[config.mk]
export PLATFORM = sky130hd
export DESIGN_NAME = adc_rec_packer
export DESIGN_NICKNAME = d
export VERILOG_FILES = /design/src/rtl/adcpk_pkg.sv /design/src/rtl/adcpk_pick.sv /design/src/rtl/adcpk_accum.sv /design/src/rtl/adc_rec_packer.sv
export SDC_FILE = /design/constraint.sdc
export NUM_CORES = 1
export LEC_CHECK = 0
export ABC_CLOCK_PERIOD_IN_PS = 7000
export BUFFER_PORTS_ARGS = -buffer_cell sky130_fd_sc_hd__buf_2
export CORE_MARGIN = 8
export CORE_UTILIZATION = 34
export DETAILED_ROUTE_END_ITERATION = 12
export GPL_ROUTABILITY_DRIVEN = 0
export GPL_TIMING_DRIVEN = 0
export PLACE_DENSITY = 0.62
export SLEW_MARGIN = 30
export SYNTH_ARGS = -nofsm -noshare
export SYNTH_HDL_FRONTEND = slang
export SYNTH_SLANG_ARGS = --single-unit
[constraint.sdc]
create_clock -name clk -period 7 [get_ports clk]
set_input_delay 1.4 -clock clk [delete_from_list [all_inputs] [get_ports clk]]
set_output_delay 1.4 -clock clk [all_outputs]
set_load 0.01 [all_outputs]
[src/rtl/adcpk_pkg.sv]
package adcpk_pkg;

   typedef enum logic [3:0] {
      ST_IDLE,
      ST_WAIT,
      ST_HI,
      ST_LO,
      ST_CHN,
      ST_REM,
      ST_AVH,
      ST_AVL,
      ST_DONE
   } adcpk_state_e;

   function automatic logic is_write(input adcpk_state_e s);
      return (s == ST_HI) || (s == ST_LO) || (s == ST_CHN) ||
             (s == ST_REM) || (s == ST_AVH) || (s == ST_AVL);
   endfunction

endpackage

[src/rtl/adcpk_pick.sv]
// Finds the lowest enabled channel whose index is not below "from".
module adcpk_pick #(
   parameter int NCH = 8,
   localparam int CH_W = $clog2(NCH)
) (
   input  logic [NCH-1:0]  mask,
   input  logic [CH_W:0]   from,
   output logic            found,
   output logic [CH_W-1:0] idx
);

   logic [NCH-1:0] elig;

   generate
      for (genvar g = 0; g < NCH; g++) begin : g_elig
         assign elig[g] = mask[g] && ((CH_W+1)'(g) >= from);
      end
   endgenerate

   always_comb begin
      found = 1'b0;
      idx   = '0;
      for (int i = NCH - 1; i >= 0; i--) begin
         if (elig[i]) begin
            found = 1'b1;
            idx   = CH_W'(i);
         end
      end
   end

endmodule

[src/rtl/adcpk_accum.sv]
// Per-channel running sum, split into quotient and remainder by a power of two.
module adcpk_accum #(
   parameter int RES_W    = 12,
   parameter int MAXN_LOG = 8,
   localparam int ACC_W   = RES_W + MAXN_LOG,
   localparam int NL_W    = $clog2(MAXN_LOG + 1)
) (
   input  logic             clk,
   input  logic             rst_n,
   input  logic             clr,
   input  logic             add,
   input  logic [RES_W-1:0] din,
   input  logic [NL_W-1:0]  nlog,
   output logic [15:0]      avg,
   output logic [7:0]       rem
);

   logic [ACC_W-1:0] acc;

   always_ff @(posedge clk or negedge rst_n) begin
      if (!rst_n)   acc <= '0;
      else if (clr) acc <= '0;
      else if (add) acc <= acc + ACC_W'(din);
   end

   generate
      if (MAXN_LOG == 0) begin : g_single
         assign avg = 16'(acc);
         assign rem = 8'd0;
      end else begin : g_shift
         assign avg = 16'(acc >> nlog);
         assign rem = 8'(acc & ((ACC_W'(1) << nlog) - ACC_W'(1)));
      end
   endgenerate

   // the running sum never wraps while results are added
   p_acc_no_wrap_r8: assert property (@(posedge clk) disable iff (!rst_n)
      (add && !clr) |=> (acc >= $past(acc)));

endmodule

[src/rtl/adc_rec_packer.sv]
module adc_rec_packer
   import adcpk_pkg::*;
#(
   parameter int NCH      = 8,
   parameter int RES_W    = 12,
   parameter int MAXN_LOG = 8,
   parameter int ADDR_W   = 16,
   localparam int CH_W    = $clog2(NCH),
   localparam int NL_W    = $clog2(MAXN_LOG + 1),
   localparam int CNT_W   = MAXN_LOG + 1
) (
   input  logic              clk,
   input  logic              rst_n,
   input  logic              start,
   input  logic [NCH-1:0]    ch_en,
   input  logic [NL_W-1:0]   n_log2,
   input  logic [ADDR_W-1:0] base_addr,
   input  logic              smp_valid,
   output logic              smp_ready,
   input  logic [RES_W-1:0]  smp_data,
   input  logic [CH_W-1:0]   smp_chan,
   output logic              mem_we,
   output logic [ADDR_W-1:0] mem_addr,
   output logic [7:0]        mem_wdata,
   output logic              busy,
   output logic              done
);

   generate
      if (NCH < 2 || NCH > 256) begin : g_bad_nch
         $error("adc_rec_packer: NCH must be 2..256");
      end
      if (RES_W < 1 || RES_W > 16) begin : g_bad_res
         $error("adc_rec_packer: RES_W must be 1..16");
      end
      if (MAXN_LOG > 8) begin : g_bad_n
         $error("adc_rec_packer: MAXN_LOG must be 0..8");
      end
   endgenerate

   adcpk_state_e      state, state_nx;
   logic [NCH-1:0]    mask_q;
   logic [NL_W-1:0]   nlog_q;
   logic [ADDR_W-1:0] ptr;
   logic [CH_W-1:0]   cur;
   logic [CNT_W-1:0]  cnt;
   logic [RES_W-1:0]  smp_q;

   logic              accept;
   logic              last_smp;
   logic [CNT_W-1:0]  n_val;
   logic [NCH-1:0]    pick_mask;
   logic [CH_W:0]     pick_from;
   logic              pick_found;
   logic [CH_W-1:0]   pick_idx;
   logic              acc_clr;
   logic [15:0]       avg;
   logic [7:0]        rem;
   logic [15:0]       word;

   assign n_val    = CNT_W'(1) << nlog_q;
   assign accept   = (state == ST_WAIT) && smp_valid && (smp_chan == cur);
   assign last_smp = (cnt + CNT_W'(1)) == n_val;

   // Idle: search the new mask from 0; end of record: search past the current channel.
   assign pick_mask = (state == ST_IDLE) ? ch_en : mask_q;
   assign pick_from = (state == ST_IDLE) ? '0 : ({1'b0, cur} + (CH_W+1)'(1));

   adcpk_pick #(.NCH(NCH)) u_pick (
      .mask  (pick_mask),
      .from  (pick_from),
      .found (pick_found),
      .idx   (pick_idx)
   );

   assign acc_clr = ((state == ST_IDLE) && start) || (state == ST_AVL);

   adcpk_accum #(.RES_W(RES_W), .MAXN_LOG(MAXN_LOG)) u_accum (
      .clk   (clk),
      .rst_n (rst_n),
      .clr   (acc_clr),
      .add   (accept),
      .din   (smp_data),
      .nlog  (nlog_q),
      .avg   (avg),
      .rem   (rem)
   );

   always_comb begin
      state_nx = state;
      unique case (state)
         ST_IDLE: if (start) state_nx = pick_found ? ST_WAIT : ST_DONE;
         ST_WAIT: if (accept) state_nx = ST_HI;
         ST_HI:   state_nx = ST_LO;
         ST_LO:   state_nx = last_smp ? ST_CHN : ST_WAIT;
         ST_CHN:  state_nx = ST_REM;
         ST_REM:  state_nx = ST_AVH;
         ST_AVH:  state_nx = ST_AVL;
         ST_AVL:  state_nx = pick_found ? ST_WAIT : ST_DONE;
         ST_DONE: state_nx = ST_IDLE;
         default: state_nx = ST_IDLE;
      endcase
   end

   always_ff @(posedge clk or negedge rst_n) begin
      if (!rst_n) begin
         state  <= ST_IDLE;
         mask_q <= '0;
         nlog_q <= '0;
         ptr    <= '0;
         cur    <= '0;
         cnt    <= '0;
         smp_q  <= '0;
      end else begin
         state <= state_nx;
         if (state == ST_IDLE && start) begin
            mask_q <= ch_en;
            nlog_q <= n_log2;
            ptr    <= base_addr;
            cur    <= pick_idx;
            cnt    <= '0;
         end
         if (accept) smp_q <= smp_data;
         if (is_write(state)) ptr <= ptr + ADDR_W'(1);
         if (state == ST_LO) cnt <= cnt + CNT_W'(1);
         if (state == ST_AVL) begin
            cur <= pick_idx;
            cnt <= '0;
         end
      end
   end

   assign word = 16'(smp_q);

   always_comb begin
      unique case (state)
         ST_HI:   mem_wdata = word[15:8];
         ST_LO:   mem_wdata = word[7:0];
         ST_CHN:  mem_wdata = 8'(cur);
         ST_REM:  mem_wdata = rem;
         ST_AVH:  mem_wdata = avg[15:8];
         ST_AVL:  mem_wdata = avg[7:0];
         default: mem_wdata = 8'd0;
      endcase
   end

   assign mem_we    = is_write(state);
   assign mem_addr  = ptr;
   assign smp_ready = (state == ST_WAIT);
   assign busy      = (state != ST_IDLE);
   assign done      = (state == ST_DONE);

   // back-to-back writes go to ascending consecutive addresses
   p_write_seq_r5: assert property (@(posedge clk) disable iff (!rst_n)
      (mem_we && $past(mem_we)) |-> (mem_addr == $past(mem_addr) + ADDR_W'(1)));

   // the block never asks for a result during a write cycle
   p_ready_no_write_r7: assert property (@(posedge clk) disable iff (!rst_n)
      smp_ready |-> !mem_we);

   // completion lasts one cycle and the block is then idle
   p_done_pulse_r9: assert property (@(posedge clk) disable iff (!rst_n)
      done |=> (!done && !busy));

   // a run begins only on a start pulse
   p_start_only_r10: assert property (@(posedge clk) disable iff (!rst_n)
      $rose(busy) |-> $past(start));

   // the sample-count exponent stays within the supported range
   p_nlog_range_r3: assert property (@(posedge clk) disable iff (!rst_n)
      (start && !busy) |-> (n_log2 <= NL_W'(MAXN_LOG)));

endmodule

* Word-level counts from Yosys, hierarchy flattened
Cells that the tools add are included.
** Operators by class
- Add/sub/neg operators :: 5
- Magnitude comparators :: 8
- Equal/unequal tests :: 12
- Shifts and indexed selects :: 3
- Muxes and demuxes :: 33
- Bitwise operators :: 1
- Reductions and logical operators :: 24
** Operator list (number)
- $pmux 8 s6 :: 1
- $mux 20 :: 2
- $mux 3 :: 11
- $mux 16 :: 2
- $pmux 4 s8 :: 1
- $mux 9 :: 3
- $add 20x12->20 :: 1
- $shr 20x4->16 :: 1
- $add 16x1->16 const B :: 1
- $eq 4x3->1 const B :: 4
- $ge 3x4->1 const A :: 4
- $mux 4 :: 4
- $logic_and 1x1->1 :: 11
- $add 9x1->9 const B :: 1
- $eq 9x9->1 :: 1
- $shl 1x4->9 const A :: 1
- $and 8x8->8 :: 1
- $eq 4x2->1 const B :: 2
- $ge 1x4->1 const A :: 2
- $ge 2x4->1 const A :: 2
- $mux 1 :: 8
- $mux 8 :: 1
- $shl 1x4->8 const A :: 1
- $sub 8x1->8 const B :: 1
- other kinds (12) :: 19
** Storage, ports and cells
- Bits in registers :: 76

* Depth between registers and ports, before layout
Gate-level depths: netlist of run 1.
- Depth after elaboration :: 15
- Gate-level depth with buffers :: 9
- Depth with buffers taken out :: 8

* Cells and area by module
Synthesis of run 1 repeated with hierarchy kept, for this count alone.
** Unflattened totals
- Cells, all modules :: 721
- Area total of the unflattened synthesis :: 6115.9 um2
** By module, submodules not included
- adc_rec_packer :: instances 1, cells each 380, area each 3418.3 um2, sequential area each 1401.3 um2
- adcpk_accum :: instances 1, cells each 305, area each 2453.6 um2, sequential area each 500.5 um2
- adcpk_pick :: instances 1, cells each 36, area each 244.0 um2, sequential area each 0.0 um2

* Worst setup path before layout of run 1
Ideal clock, no wire load.
- Path kind :: input to register
- Start :: input port smp_data[0]
- End :: register u_accum.acc[18]
- Library setup time :: 79 ps
- Arrival time :: 3259 ps
- Required time :: 6921 ps
- Setup slack :: 3662 ps
- Cell stages on the path :: 8
- Path buffers :: 0
- Path through :: ha_1 > fa_1 > a21oi_1 > o21bai_1 > a2111o_1 > a21oi_1 > or4_4 > mux2i_1
** On the way
- Word-level cells in the longest chain between the ends :: 3
** RTL lines
- start: declaration :: line adc_rec_packer.sv:20 : input logic [RES_W-1:0] smp_data,
- $add 20x12->20 :: line adcpk_accum.sv:23 : else if (add) acc <= acc + ACC_W'(din);
- $mux 20 :: line adcpk_accum.sv:23
- $mux 20 :: line adcpk_accum.sv:22 : else if (clr) acc <= '0;
- end signal: assignment :: line adcpk_accum.sv:23
- end: declaration :: line adcpk_accum.sv:18 : logic [ACC_W-1:0] acc;
No other way between the ends. The select of a mux whose other input is x is not followed.
A chain may end at the register's enable or synchronous reset.

* Final worst setup path of run 1
- Start :: register state[0]
- End :: output port mem_wdata[3]
** On the way
- Word-level cells in the longest chain between the ends :: 2
- Elaborated cells on any way between the ends :: 7
** RTL lines
- start: declaration :: line adc_rec_packer.sv:41 : adcpk_state_e state, state_nx;
- start signal: assignment :: line adc_rec_packer.sv:115 : state <= state_nx;
- $eq 4x3->1 or $eq 4x2->1 (tied branches) :: line adc_rec_packer.sv:136 : unique case (state)
- $pmux 8 s6 (*) :: line adc_rec_packer.sv:136
- end: declaration :: line adc_rec_packer.sv:24 : output logic [7:0] mem_wdata,
Mark *: on every way between the ends. The rest lies on a longest branch, timed or not.

==> results of run 1 <==
## layout by cell type (no fill, tap or decap), types with 16 or more instances in the layout
master,netlist,routed
buf_2,19,92
nand2_1,84,84
dfrtp_1,76,76
a21oi_1,45,45
nor2_1,40,40
o21ai_0,32,32
mux2i_1,30,30
nor3_1,20,20
nand3_1,20,20
clkbuf_1,16,18
ha_1,16,16
## layout make-up
class	instances	area [um^2]
timing repair buffer	75	404
clock buffer	13	260
clock inverter	2	10.0
buffer	38	181
fill	1712	9840
multi-input combinational	529	3520
sequential	76	1900
tap	220	275
inverter	19	71.3
## layer usage
metal	GRT usage, %	vias up	part of all wire (%)
met4	5.62	0	1.3
met3	3.45	16	5.8
met2	24.9	174	45
met1	22.6	2630	48
li1	-	2649	-
met5	0	-	0
## per-stage QoR
step                      power, uW  worst slack (ns)  instances  cell area (um^2)  utilization, %
final                          2510              2.85        972              6630            40.2
after global placement         2050              3.21        956              6320            38.4
after global routing           2700              2.56        972              6630            40.2
after detailed placement       2070              3.18        957              6360            38.6
after floorplan                1670              3.66        662              5680               -
after CTS                      2510              2.85        972              6630            40.2
## Yosys cell counts (6+ instances only)
cell	count	area (um^2)
nand2_1	84	315
dfrtp_1	76	1900
a21oi_1	45	225
nor2_1	40	150
o21ai_0	32	160
mux2i_1	30	300
nand3_1	20	100
nor3_1	20	100
buf_2	19	95.1
clkbuf_1	16	60.1
ha_1	16	200
inv_1	15	56.3
mux2_2	15	169
a211oi_1	13	97.6
xnor2_1	13	114
a22o_1	12	105
a31oi_1	11	68.8
nor2b_1	10	62.6
o21ai_1	10	50.1
and2_1	9	56.3
or3_1	9	56.3
a21o_1	7	52.6
nand2b_1	7	43.8
a32oi_1	6	52.6
and3_1	6	37.5
nand3b_1	6	45.0
o221ai_1	6	52.6
o22ai_1	6	37.5
## critical path, delay by kind of cell, from the launching register on
| kind | cells | cell delay (ns) |
|---|---|---|
| buf+inv | 3 | 0.98 |
| simple gates | 3 | 0.83 |
| flops | 1 | 0.43 |
| compound gates | 1 | 0.16 |
## cell families after synthesis
family	Yosys count	synth area share [%]
multiplexers	46	8.66
XOR/XNOR	18	2.91
adder cells (fa/ha/maj)	17	3.88
AO/OA/AOI/OAI	201	23.8
flip-flops	76	33.5
buffers and inverters	57	4.45
AND/OR/NAND/NOR	247	22.7
## state kept, by name, summed over array words and instances (netlist names)
name / count
state: 4
mask_q: 8
mem_addr: 16
cur: 3
nlog_q: 4
smp_q: 12
u_accum.acc: 20
cnt: 9
## final timing paths
kind                                      from               to  depth (start not counted)
worst max-delay path                  state[0]     mem_wdata[3]                          7
worst min-delay path                 mask_q[1]        mask_q[1]                          2
worst max register to register  u_accum.acc[0]  u_accum.acc[18]                          8
max in group asynchronous                rst_n        nlog_q[1]                          2
worst min register to register       mask_q[1]        mask_q[1]                          2
min in group asynchronous                rst_n     mem_addr[10]                          1
## power by group through the flow
stage	Sequential (uW)	Combinational, uW	Clock, uW
2_1_floorplan	713	954	0
3_3_place_gp	745	1300	0
3_5_place_dp	744	1320	0
4_1_cts	741	1330	447
5_1_grt	763	1470	469
6_report	742	1330	435
==> reports/results.ini, run 1 <==
[power_and_ir_drop]
p_sw_share_pct=45.2
p_per_area_mw_per_mm2=379
ir_worst_vdd_v=0.000182
switching_power_uw=1130
p_leak_uw=0.00289
p_seq_share_pct=29.6
power.share.combinational_pct=53.1
p_int_uw=1380
p_clk_share_pct=17.3

[cells_and_area]
area_growth_pct=16.7
finalNetCount=812
layout-drive-gt1-share_pct=18.8
antenna_cells=0

[timing]
drv_slew=0
finalHoldViolations=0
maxSlewHeadroom_pct=47.1
fin_skew_ns=0.00547
setup_tns_ns=0
max_slew.worst_pin.slew_ns=0.786
finalCritPeriodShare_pct=59.2
min_period_ns=4.15
rsz0062_at_grt=false
fmax_ghz=0.241
hold_ws_ns=0.480
setup_violations=0

[route]
viasPerCell=5.63
wirelength_um=17400
drt_iter0_drc=476
antenna_left=0
drc=0
routedWlPerCell_um=17.9
drtPass1Iterations=5
vias=5469

[critical_path]
critPathKind=reg -> out
cpPeakStageDelay_ns=0.57
cp-start-kind=flop
cp_slowest_cell=clkbuf_1
crit_top_cell=buf_2
r2r_setup_slack_ns=4.28
worstPathArrival_ns=2.75
end_kind=primary output
crit_required_ns=5.60
path_max_fanout=10
path_cells=buf_2 -> nand2_1 -> nor3_1 -> clkbuf_1 -> a32oi_1 -> nand4_1 -> buf_2

[placed_design]
dp_hpwl_um=13000
place.port_buffers=74

[grt]
grt_max_degree=59
grt_pass1_wl_um=28400
grt_pass1_vias=5319
overflow=0
track_usage_pct=16.4
grt_antenna_before_repair=0

[clock_network]
cts_buffers=9
cts_num_sinks=76
cts.htree.levels=3
postCtsHoldBufs=0
clk_path_buf_depth=2
cts_setup_buffers=0
clkTransAtPathRegs_ns=0.06
root_buffer=clkbuf_16
cts_tree=built
ctsResizeCount=0
clock_latency_ns=0.34

[synth]
synth-seq-cells=76
netlist_instances=662
synthFlopType=dfrtp_1
synth_edf_count=0
async_flop_share_pct=100
yosys_warnings=0
synth_cell_types=78
syn_avg_cell_area_um2=8.58
ys_seq_area_share_pct=33.5
synthesis.nets=726
netlist_area_mm2=0.00568

[job]
drv_cap=0

[floorplan]
start_util_pct=34.5
rows=47
die_h_um=145
die_w_um=145
ios=75
core_area_mm2=0.0165
fp.dieArea_mm2=0.0211

[hold_path]
min_path_type=reg -> reg

[run_status]
status=finished clean

Note: power is estimated with default switching activity, not from simulation.
==> run 2: changes to the inputs <==
- ABC_CLOCK_PERIOD_IN_PS: 7000 -> 3400
- PLACE_DENSITY: 0.62 -> 0.64
- clock period: 7 -> 3.4 ns (I/O delays scaled with it)
==> run 2 against run 1 <==
Die area unchanged. Wire length decreased by 0.30%. Power increased by 110%. Sequential power increased by 110%.
==> reports/results.ini, run 2 (synthesized netlist as in run 1, its figures left out) <==
[critical_path]
path_max_fanout=10  ; unchanged
cp-start-kind=flop
crit_required_ns=2.72  ; -2.88 ns
end_kind=primary output
worstPathArrival_ns=2.60  ; -0.15 ns
critPathKind=reg -> out

[cells_and_area]
layout-drive-gt1-share_pct=19.5  ; +0.80 points
most-common-layout-cells=buf_2, nand2_1, dfrtp_1
antenna_cells=0  ; unchanged
num-fill-cells=1729  ; +0.99%
final_common_cell=buf_2
finalNetCount=812  ; unchanged
final_area_mm2=0.00669  ; +0.89%
largest_register=u_accum.acc
largest_reg_flops=20  ; unchanged
area_growth_pct=17.8

[clock_network]
clkTransAtPathRegs_ns=0.06  ; about the same
ctsResizeCount=3  ; +3
clk_path_buf_depth=2  ; unchanged
cts_buffers=9  ; unchanged
root_buffer=clkbuf_16
cts_num_sinks=76  ; unchanged
clock_latency_ns=0.35  ; about the same
cts_tree=built
cts_setup_buffers=0  ; unchanged
cts.htree.levels=3  ; unchanged
postCtsHoldBufs=0  ; unchanged

[timing]
fmax_ghz=0.304
fin_skew_ns=0.0129  ; +0.00739 ns
setup_tns_ns=0  ; unchanged
min_period_ns=3.28
setup_violations=0  ; unchanged
drv_slew=0  ; unchanged
finalHoldViolations=0  ; unchanged
maxSlewHeadroom_pct=50.5  ; +3.4 points
rsz0062_at_grt=false
max_slew.worst_pin.slew_ns=0.735  ; -0.0510 ns
finalCritPeriodShare_pct=96.6

[route]
drc=0  ; unchanged
drt_iter0_drc=509  ; +6.9%
antenna_left=0  ; unchanged
wirelength_um=17400  ; -0.30%
vias=5564  ; +1.7%
drtPass1Iterations=5  ; unchanged
routedWlPerCell_um=17.9  ; -0.30%
viasPerCell=5.72  ; +1.7%

[grt]
grt_pass1_vias=5447  ; +2.4%
grt_pass1_wl_um=28900  ; +1.8%
overflow=0  ; unchanged
track_usage_pct=16.7  ; +0.32 points
grt_max_degree=57  ; -3.4%
grt_antenna_before_repair=0  ; unchanged

[floorplan]
fp.dieArea_mm2=0.0211  ; unchanged
start_util_pct=34.5  ; unchanged
core_area_mm2=0.0165  ; unchanged
die_w_um=145  ; unchanged
die_h_um=145  ; unchanged
ios=75  ; unchanged
rows=47  ; unchanged

[power_and_ir_drop]
ir_worst_vdd_v=0.000354  ; +95%
p_per_area_mw_per_mm2=791  ; +110%
p_leak_uw=0.00291  ; +0.65%

[placed_design]
dp_hpwl_um=13000  ; -0.20%
dpl-instance-area_mm2=0.00636  ; unchanged
place.port_buffers=74  ; unchanged

[run_status]
status=finished clean

[hold_path]
min_path_type=in -> async

[job]
drv_cap=0  ; unchanged

run 2: path summary, 6_finish.rpt:
path	start	to	slack (ns)	cells after the start
hold reg to reg	mask_q[1]	mask_q[1]	0.48	2
setup reg to reg	u_accum.acc[0]	u_accum.acc[18]	0.71	8
min in group clk	mask_q[1]	mask_q[1]	0.48	2
hold / removal	rst_n	mem_addr[9]	0.18	1
setup / recovery	nlog_q[1]	mem_wdata[1]	0.12	9
max in group asynchronous	rst_n	nlog_q[0]	2.67	2
run 2: worst max-delay path, cell delays in order (launching register included):
cell      delay, ns
dfrtp_1        0.45
buf_4          0.25
buf_2          0.33
mux2i_1        0.15
mux2i_1        0.30
nand2_1        0.10
nand2_1        0.10
a31oi_1        0.08
o211ai_1       0.30
buf_2          0.20
run 2: layout make-up:
type	count	area, um^2	share of cell area [%]
buffer	38	190	2.84
inverter	19	71.3	1.07
clock inverter	2	35.0	0.524
clock buffer	13	250	3.74
timing repair buffer	75	404	6.05
tap	220	275	4.12
multi-input combinational	529	3560	53.2
sequential	76	1900	28.5
run 2: stage by stage:
| stage | hold slack (ns) | util (%) | setup slack [ns] | power (uW) | instances |
|---|---|---|---|---|---|
| 2_1_floorplan | 0.384 | - | 0.782 | 3430 | 662 |
| 3_3_place_gp | 0.465 | 38.4 | 0.318 | 4210 | 956 |
| 3_5_place_dp | 0.467 | 38.6 | 0.312 | 4250 | 957 |
| 4_1_cts | 0.174 | 40.4 | 0.00537 | 5250 | 972 |
| 5_1_grt | 0.179 | 40.6 | 0.00122 | 5720 | 972 |
| 6_report | 0.179 | 40.6 | 0.115 | 5290 | 972 |
run 2: layer usage:
metal | GRT usage [%] | up-vias | part of all wire (%)
li1 | - | 2667 | -
met4 | 6.40 | 0 | 1.7
met1 | 22.7 | 2676 | 47
met2 | 24.8 | 202 | 44
met5 | 0 | - | 0
met3 | 4.45 | 19 | 7.3
run 2: power by group:
part	total [uW]	leakage [uW]	internal, uW	switching, uW
combinational	2780	0.00180	1120	1650
clock	962	0.000140	584	378
sequential	1550	0.000966	1210	339
==> run 3: changes to the inputs <==
- CTS_BUF_LIST: default -> sky130_fd_sc_hd__clkbuf_16
==> run 3 against run 2 <==
Maximum frequency decreased by 0.40%. Clock power decreased by 3.4%. Power decreased by 0.62%. Critical endpoint unchanged.
==> reports/results.ini, run 3 (synthesized netlist as in run 1, its figures left out) <==
[job]
drv_cap=0  ; unchanged

[timing]
finalCritPeriodShare_pct=97.0  ; +0.39 points
max_slew.worst_pin.slew_ns=0.735  ; -0.000331 ns
fin_ws_ns=0.102  ; -0.0132 ns
setup_violations=0  ; unchanged
fin_skew_ns=0.0121  ; -0.000784 ns
min_period_ns=3.30  ; +0.0132 ns
maxSlewHeadroom_pct=50.5  ; about the same
fmax_ghz=0.303  ; -0.40%
finalHoldViolations=0  ; unchanged
drv_slew=0  ; unchanged
setup_tns_ns=0  ; unchanged
rsz0062_at_grt=false

[placed_design]
dpl-instance-area_mm2=0.00636  ; unchanged
place_inst=957  ; unchanged
dp_hpwl_um=13000  ; unchanged
place.port_buffers=74  ; unchanged
pre_cts_ws_ns=0.312  ; unchanged

[cells_and_area]
most-common-layout-cells=buf_2, nand2_1, dfrtp_1
area_growth_pct=17.6
num-fill-cells=1730  ; +0.058%
final_common_cell=buf_2
fin_cells=972  ; unchanged
seq_area_mm2=0.00190  ; unchanged
antenna_cells=0  ; unchanged
layout-drive-gt1-share_pct=19.4  ; -0.13 points
largest_reg_flops=20  ; unchanged
largest_register=u_accum.acc
multiInputGateArea_mm2=0.00356  ; unchanged
finalNetCount=812  ; unchanged
final_area_mm2=0.00668  ; -0.15%

[clock_network]
postCtsHoldBufs=0  ; unchanged
cts_tree=built
clk_path_buf_depth=2  ; unchanged
cts_setup_buffers=0  ; unchanged
clkTransAtPathRegs_ns=0.06  ; about the same
clock_latency_ns=0.35  ; about the same
cts_buffers=9  ; unchanged
root_buffer=clkbuf_16
cts_num_sinks=76  ; unchanged
cts.htree.levels=3  ; unchanged

[grt]
track_usage_pct=16.7  ; unchanged
overflow=0  ; unchanged
grt_pass1_wl_um=28900  ; about the same
grt_antenna_before_repair=0  ; unchanged
grt_pass1_vias=5443  ; -0.073%
grt_max_degree=57  ; unchanged

[route]
wirelength_um=17400  ; about the same
viasPerCell=5.70  ; -0.47%
routedWlPerCell_um=17.9  ; about the same
antenna_left=0  ; unchanged
drtPass1Iterations=5  ; unchanged
vias=5538  ; -0.47%
drt_iter0_drc=626  ; +23%
drc=0  ; unchanged

[floorplan]
die_w_um=145  ; unchanged
die_h_um=145  ; unchanged
fp.dieArea_mm2=0.0211  ; unchanged
ios=75  ; unchanged
core_area_mm2=0.0165  ; unchanged
start_util_pct=34.5  ; unchanged
rows=47  ; unchanged

[critical_path]
reg2reg_depth=8  ; unchanged
end_kind=primary output
path_max_fanout=10  ; unchanged
worstPathArrival_ns=2.62  ; +0.02 ns
critPathKind=reg -> out
crit_required_ns=2.72  ; about the same
cp-start-kind=flop

[power_and_ir_drop]
ir_worst_vdd_v=0.000355  ; about the same
p_per_area_mw_per_mm2=787  ; -0.48%
finalPower_uw=5260  ; -0.62%
p_seq_share_pct=29.5  ; +0.2 points
p_sw_share_pct=45.1  ; +0.25 points
switching_power_uw=2370  ; about the same
p_int_uw=2890  ; -1.1%
p_clk_share_pct=17.7  ; -0.5 points
power.share.combinational_pct=52.9  ; +0.4 points
p_leak_uw=0.00292  ; +0.23%

[run_status]
status=finished clean

[hold_path]
min_path_type=in -> async

==> run 3: critical path: stages (launching register included) <==
cell and delay (ns):
dfrtp_1 0.44, buf_4 0.24, buf_2 0.32, mux2i_1 0.15, mux2i_1 0.31, nand2_1 0.10, nand2_1 0.10, a31oi_1 0.08
o211ai_1 0.31, buf_2 0.20
==> run 3: path summary, 6_finish.rpt <==
path / from / to / slack, ns
max: nlog_q[1] / mem_wdata[1] / 0.10
min: rst_n / mem_addr[9] / 0.18
max reg2reg: u_accum.acc[0] / u_accum.acc[18] / 0.70
min reg2reg: mask_q[1] / mask_q[1] / 0.48
max in group asynchronous: rst_n / nlog_q[0] / 2.66
min in group clk: mask_q[1] / mask_q[1] / 0.48
==> run 3: through the flow <==
stage	utilization [%]	hold slack (ns)
2_1_floorplan	-	0.384
3_3_place_gp	38.4	0.465
5_1_grt	40.5	0.179
6_report	40.5	0.181
4_1_cts	40.3	0.174
3_5_place_dp	38.6	0.467
==> run 3: layout make-up <==
cell class	count	area share [%]
buffer	38	2.85
clock buffer	9	3.37
clock inverter	6	0.750
inverter	19	1.07
multi-input combinational	529	53.3
sequential	76	28.5
tap	220	4.12
timing repair buffer	75	6.05
==> run 3: power by group through the flow <==
| stage | sequential, uW | combinational (uW) | clock, uW |
|---|---|---|---|
| 2_1_floorplan | 1470 | 1960 | 0 |
| 3_3_place_gp | 1540 | 2680 | 0 |
| 3_5_place_dp | 1540 | 2710 | 0 |
| 4_1_cts | 1530 | 2730 | 956 |
| 5_1_grt | 1590 | 3100 | 1000 |
| 6_report | 1550 | 2780 | 929 |
==> run 3: repair_timing <==
action,in CTS,in global routing
gates cloned,0,0
pin swaps,0,0
endpoints found under the hold margin,0,0
endpoints found under the setup margin,2,5
resized for setup,3,11
==> run 3: per-layer routing <==
metal	vias to the layer above	part of all wire, %	global-route usage [%]
met1	2652	47	22.7
met4	0	1.7	6.40
met3	22	7.2	4.45
met5	-	0	0
met2	198	44	24.8
li1	2666	-	-
